--- src/rtl/irq_ctl_pkg.sv ---
package irq_ctl_pkg;
  localparam int unsigned DEF_NUM_SRC  = 7;
  localparam int unsigned DEF_ADDR_W   = 4;
  localparam int unsigned DEF_DATA_W   = 8;
  localparam int unsigned DEF_FLAG_OFS = 13;
  localparam int unsigned DEF_MASK_OFS = 14;

  // source index assignment, consumed by neighbouring source logic
  localparam int unsigned SRC_CA2   = 0;
  localparam int unsigned SRC_CA1   = 1;
  localparam int unsigned SRC_SHIFT = 2;
  localparam int unsigned SRC_CB2   = 3;
  localparam int unsigned SRC_CB1   = 4;
  localparam int unsigned SRC_TMR2  = 5;
  localparam int unsigned SRC_TMR1  = 6;
endpackage

--- src/rtl/irq_ctl_decode.sv ---
module irq_ctl_decode #(
  parameter int unsigned NUM_SRC  = irq_ctl_pkg::DEF_NUM_SRC,
  parameter int unsigned ADDR_W   = irq_ctl_pkg::DEF_ADDR_W,
  parameter int unsigned DATA_W   = irq_ctl_pkg::DEF_DATA_W,
  parameter int unsigned FLAG_OFS = irq_ctl_pkg::DEF_FLAG_OFS,
  parameter int unsigned MASK_OFS = irq_ctl_pkg::DEF_MASK_OFS
) (
  input  logic [ADDR_W-1:0]  reg_addr,
  input  logic               reg_wr,
  input  logic [DATA_W-1:0]  reg_wdata,
  output logic [NUM_SRC-1:0] flag_wr_clr,
  output logic [NUM_SRC-1:0] mask_sel,
  output logic               mask_val
);
  localparam int unsigned TOP_BIT = DATA_W - 1;

  logic hit_flag;
  logic hit_mask;

  always_comb begin
    hit_flag = reg_wr && (reg_addr == ADDR_W'(FLAG_OFS));
    hit_mask = reg_wr && (reg_addr == ADDR_W'(MASK_OFS));
  end

  always_comb begin
    flag_wr_clr = hit_flag ? reg_wdata[NUM_SRC-1:0] : '0;
    mask_sel    = hit_mask ? reg_wdata[NUM_SRC-1:0] : '0;
    mask_val    = reg_wdata[TOP_BIT];
  end
endmodule

--- src/rtl/irq_ctl_flag_bank.sv ---
module irq_ctl_flag_bank #(
  parameter int unsigned NUM_SRC = irq_ctl_pkg::DEF_NUM_SRC
) (
  input  logic               clk,
  input  logic               rst,
  input  logic [NUM_SRC-1:0] src_set,
  input  logic [NUM_SRC-1:0] src_clr,
  input  logic [NUM_SRC-1:0] wr_clr,
  output logic [NUM_SRC-1:0] flag_q,
  output logic [NUM_SRC-1:0] flag_d
);
  for (genvar i = 0; i < NUM_SRC; i++) begin : g_cell
    logic drop;

    always_comb begin
      drop      = src_clr[i] | wr_clr[i];
      // set has priority over either clear path
      flag_d[i] = src_set[i] | (flag_q[i] & ~drop);
    end

    always_ff @(posedge clk) begin
      if (rst) flag_q[i] <= 1'b0;
      else     flag_q[i] <= flag_d[i];
    end
  end
endmodule

--- src/rtl/irq_ctl_mask.sv ---
module irq_ctl_mask #(
  parameter int unsigned NUM_SRC = irq_ctl_pkg::DEF_NUM_SRC
) (
  input  logic               clk,
  input  logic               rst,
  input  logic [NUM_SRC-1:0] sel,
  input  logic               val,
  output logic [NUM_SRC-1:0] en_q,
  output logic [NUM_SRC-1:0] en_d
);
  for (genvar i = 0; i < NUM_SRC; i++) begin : g_bit
    always_comb begin
      en_d[i] = sel[i] ? val : en_q[i];
    end

    always_ff @(posedge clk) begin
      if (rst) en_q[i] <= 1'b0;
      else     en_q[i] <= en_d[i];
    end
  end
endmodule

--- src/rtl/irq_ctl_readout.sv ---
module irq_ctl_readout #(
  parameter int unsigned NUM_SRC  = irq_ctl_pkg::DEF_NUM_SRC,
  parameter int unsigned ADDR_W   = irq_ctl_pkg::DEF_ADDR_W,
  parameter int unsigned DATA_W   = irq_ctl_pkg::DEF_DATA_W,
  parameter int unsigned FLAG_OFS = irq_ctl_pkg::DEF_FLAG_OFS,
  parameter int unsigned MASK_OFS = irq_ctl_pkg::DEF_MASK_OFS
) (
  input  logic               clk,
  input  logic               rst,
  input  logic [ADDR_W-1:0]  reg_addr,
  input  logic [NUM_SRC-1:0] flag_d,
  input  logic [NUM_SRC-1:0] en_d,
  output logic [DATA_W-1:0]  rd_data,
  output logic               irq_n
);
  localparam int unsigned TOP_BIT = DATA_W - 1;

  logic              pend_d;
  logic [DATA_W-1:0] flag_word;
  logic [DATA_W-1:0] mask_word;
  logic [DATA_W-1:0] rd_d;

  always_comb begin
    pend_d = |(flag_d & en_d);

    flag_word                = '0;
    flag_word[NUM_SRC-1:0]   = flag_d;
    flag_word[TOP_BIT]       = pend_d;

    mask_word                = '0;
    mask_word[NUM_SRC-1:0]   = en_d;
    mask_word[TOP_BIT]       = 1'b1;

    if (reg_addr == ADDR_W'(FLAG_OFS))      rd_d = flag_word;
    else if (reg_addr == ADDR_W'(MASK_OFS)) rd_d = mask_word;
    else                                    rd_d = '0;
  end

  always_ff @(posedge clk) begin
    if (rst) begin
      rd_data <= '0;
      irq_n   <= 1'b1;
    end else begin
      rd_data <= rd_d;
      irq_n   <= ~pend_d;
    end
  end
endmodule

--- src/rtl/irq_ctl.sv ---
module irq_ctl #(
  parameter int unsigned NUM_SRC  = irq_ctl_pkg::DEF_NUM_SRC,
  parameter int unsigned ADDR_W   = irq_ctl_pkg::DEF_ADDR_W,
  parameter int unsigned DATA_W   = irq_ctl_pkg::DEF_DATA_W,
  parameter int unsigned FLAG_OFS = irq_ctl_pkg::DEF_FLAG_OFS,
  parameter int unsigned MASK_OFS = irq_ctl_pkg::DEF_MASK_OFS
) (
  input  logic               clk,
  input  logic               rst,
  input  logic [ADDR_W-1:0]  reg_addr,
  input  logic               reg_wr,
  input  logic [DATA_W-1:0]  reg_wdata,
  input  logic [NUM_SRC-1:0] src_set,
  input  logic [NUM_SRC-1:0] src_clr,
  output logic [DATA_W-1:0]  rd_data,
  output logic               irq_n
);
  logic [NUM_SRC-1:0] flag_wr_clr;
  logic [NUM_SRC-1:0] mask_sel;
  logic               mask_val;
  logic [NUM_SRC-1:0] flag_q;
  logic [NUM_SRC-1:0] flag_d;
  logic [NUM_SRC-1:0] en_q;
  logic [NUM_SRC-1:0] en_d;

  irq_ctl_decode #(
    .NUM_SRC(NUM_SRC), .ADDR_W(ADDR_W), .DATA_W(DATA_W),
    .FLAG_OFS(FLAG_OFS), .MASK_OFS(MASK_OFS)
  ) u_decode (
    .reg_addr    (reg_addr),
    .reg_wr      (reg_wr),
    .reg_wdata   (reg_wdata),
    .flag_wr_clr (flag_wr_clr),
    .mask_sel    (mask_sel),
    .mask_val    (mask_val)
  );

  irq_ctl_flag_bank #(.NUM_SRC(NUM_SRC)) u_flags (
    .clk     (clk),
    .rst     (rst),
    .src_set (src_set),
    .src_clr (src_clr),
    .wr_clr  (flag_wr_clr),
    .flag_q  (flag_q),
    .flag_d  (flag_d)
  );

  irq_ctl_mask #(.NUM_SRC(NUM_SRC)) u_mask (
    .clk  (clk),
    .rst  (rst),
    .sel  (mask_sel),
    .val  (mask_val),
    .en_q (en_q),
    .en_d (en_d)
  );

  irq_ctl_readout #(
    .NUM_SRC(NUM_SRC), .ADDR_W(ADDR_W), .DATA_W(DATA_W),
    .FLAG_OFS(FLAG_OFS), .MASK_OFS(MASK_OFS)
  ) u_read (
    .clk      (clk),
    .rst      (rst),
    .reg_addr (reg_addr),
    .flag_d   (flag_d),
    .en_d     (en_d),
    .rd_data  (rd_data),
    .irq_n    (irq_n)
  );
endmodule

--- config.mk ---
export PLATFORM = sky130hd
export DESIGN_NAME = irq_ctl
export DESIGN_NICKNAME = d
export VERILOG_FILES = /design/src/rtl/irq_ctl_pkg.sv /design/src/rtl/irq_ctl_decode.sv /design/src/rtl/irq_ctl_flag_bank.sv /design/src/rtl/irq_ctl_mask.sv /design/src/rtl/irq_ctl_readout.sv /design/src/rtl/irq_ctl.sv
export SDC_FILE = /design/constraint.sdc
export NUM_CORES = 1
export LEC_CHECK = 0
export ABC_AREA = 1
export BUFFER_PORTS_ARGS = -buffer_cell sky130_fd_sc_hd__buf_4
export CORE_MARGIN = 1
export CORE_UTILIZATION = 30
export CTS_BUF_LIST = sky130_fd_sc_hd__clkbuf_4
export CTS_CLUSTER_DIAMETER = 40
export DETAILED_ROUTE_END_ITERATION = 8
export PLACE_DENSITY = 0.5
export SYNTH_ARGS = -nofsm -noshare
export SYNTH_HDL_FRONTEND = slang
export SYNTH_HIERARCHICAL = 1
export SYNTH_SLANG_ARGS = --single-unit
export TNS_END_PERCENT = 50
--- constraint.sdc ---
create_clock -name clk -period 1.2 [get_ports clk]
set_input_delay 0.06 -clock clk [delete_from_list [all_inputs] [get_ports clk]]
set_output_delay 0.06 -clock clk [all_outputs]
set_load 0.03 [all_outputs]
==> results.md <==
- Outcome: finished clean
- Global route overflow: 0
- Buffer and inverter count on the worst path: 3
- Syn. warnings: 6
- Clk pin slew, worst setup/hold paths: 130 ps
- Placed insts: between 200 and 300
- Slowest stage cell, crit path: dlygate4sd3_1
- Endpoint type of the worst setup path: flop
- Yosys cell types: 15
- Via density: 4.100
- Critical path arrival: around 1300 ps
- Slew @ Worst Pin: around 270 ps
- Setup CP Type: in2reg
- Cell Area, Synth: 0.001132 mm2
- Die height: 63.44 um
- Area Overhead vs Synth: 55.03%
- Commonest cells after routing, fill and taps aside: 58 x nand2_1, 56 x buf_4, 46 x inv_1, 23 x nor2_1, 23 x dfxtp_1
- Worst VDD drop: approximately 0.46 mV
- Primary FF master, synth: dfxtp_1
- Core area: around 0.0035 mm2
- Initial DRC count: 18
- Ports: 38
- Inserted Diodes: 0
- Clock tree root driver cell: clkbuf_4
- Period utilisation layout: ~90%
- Initial Util: between 30% and 40%
- Die area: between 0.004 and 0.005 mm2
- Syn_nets: about 210
- Clk sinks: 23
- Final Total Pwr: about 1.5 mW
- Final RePlAce weighted congestion: approximately 0.74
- CP max FO: 8
- Vias in the first global route: between 1k and 1.5k
- H-tree levels: 1
- Async SR Flop Fraction: 0%
- Worst Skew: 1.692 ps
- Post-Syn Area per Cell: 6.121 um2
- WL/cell: 9.522 um
- Share of layout cells above drive strength 1: a little under a third
- Worst slew margin: a little over 80%
- Largest delay contributor family on the critical path: buffers and inverters
- CP required: ~1400 ps
- Worst setup SP type: input port
- Static Leak: 0.9543 nW
- Cells after Synth: around 190
- DRT Pass-1 Iters: 4
- Total track usage: between 15 and 20%
- Row count: 21
- Post-synth EDFFs: 0
- R2R Setup Slk: approximately 190 ps
- Detailed placement HPWL: approximately 2200 um
- Worst Hold Class: in2reg
- Core Util, Final: around half
- Max capacitance violation total: 0
- Tmin final: between 1000 and 1500 ps
- Fin. max-slew vios: 0
- Final setup fails: 0
- Routed via count: around 1.2k
- CTS buffer count: 3
- Port-buffer cells: 37
- CTS tree: done
- Worst path cell trace: dlygate4sd3_1 -> buf_4 -> inv_2 -> nand4_2 -> o21ai_1
- Non-filler cells in the finished layout: approximately 300
- Largest net degree at the start of global routing: 13
- Routed WL: between 2000 and 3000 um
- Yosys reg bits: 23
- Sequential-to-total area share from yosys stat: 40.66%
- Die width: about 63 um
- Initial antenna violation count: 0
- Skew-Pair Late Insertion Delay: roughly 310 ps
- Max clock buf depth: 2
- RSZ-0062 raised after global routing: false
- Detail Route Antenna Nets: 0
- Maximum clock rate: between 900 and 1000 MHz
- Most common cell after layout, fill and taps aside: nand2_1
- Final hold violation count: 0
- # DRC: 0
- PD cells: approximately 830 mW/mm2
- Max incr delay on CP: 530 ps
- First-pass GRT wire length: roughly 4700 um
- Layout Nets: roughly 280
layout make-up:
type / instances / area (um2)
Fill cell: 371 / 1713
Sequential cell: 23 / 460.4
Inverter: 50 / 187.7
Multi-Input combinational cell: 111 / 509.2
Timing Repair Buffer: 65 / 510.5
Clock buffer: 4 / 30.03
Tap cell: 46 / 57.56
routing by layer:
layer  share of wire, %  routed length (um)  track usage [%]
met5                  0                   0                0
met4               0.70                  20            6.818
met3                4.2                 120            2.355
met2                 48                1357            26.60
met1                 47                1349            17.82
final timing paths:
path	start	to	cells past startpoint
hold reg to reg	u_flags/flag_q[4]	u_flags/flag_q[4]	2
setup / recovery	rst	u_read/rd_data[0]	5
hold / removal	src_clr[6]	u_flags/flag_q[6]	5
setup reg to reg	u_mask/en_q[3]	u_read/rd_data[7]	10
timing repair:
item                       CTS  global route
buffers inserted             0             0
hold endpoints to repair     8             0
setup endpoints to repair    0             1
resized for setup            0             7
hold buffers                 9             0
power by group:
group	leakage, nW	switching [mW]	internal (mW)
combinational	0.748	0.133	0.148
clock	0.0184	0.233	0.152
sequential	0.188	0.00579	0.787
worst reg2reg max path, cell delays in order, from the launching register on:
cell     delay, ps
dfxtp_1        320
inv_1           50
nand2_1         40
nand2_1         70
inv_1           50
nand2_1         50
nand2_1         50
nor2_1         100
nand2_1         70
nand3_1         70
nand2_1         50
Yosys cell counts, types with 2 or more instances:
cell     instances  area, um2
nand2_1         59      221.5
inv_1           46      172.7
dfxtp_1         23      460.4
nor2_1          23      86.33
a21oi_1          7      35.03
nor3_1           7      35.03
o21ai_1          7      35.03
inv_2            4      15.01
nand2_2          2      12.51
nor2_2           2      12.51
through the flow:
step | instance area, um2 | setup slack [ps] | TNS, ps | hold slack (ps)
2_1_floorplan | 1132 | 131.0 | 0 | 129.1
3_3_place_gp | 1603 | -166.3 | -279.2 | 291.5
3_5_place_dp | 1603 | -189.7 | -423.2 | 298.3
4_1_cts | 1723 | 115.6 | 0 | 73.64
5_1_grt | 1755 | 33.01 | 0 | 86.37
6_report | 1755 | 126.3 | 0 | 89.30
flip-flops by register name, summed over array words and instances (netlist names):
| signal | count |
|---|---|
| u_read/rd_data | 8 |
| u_read/irq_n | 1 |
| u_mask/en_q | 7 |
| u_flags/flag_q | 7 |
cells by family after synthesis:
logic type | share of synthesized area, %
buffers and inverters | 17.24
DFF | 40.66
and+or+nand+nor | 35.91
AOI/OAI and AO/OA | 6.187
Note: power is estimated with default switching activity, not from simulation.
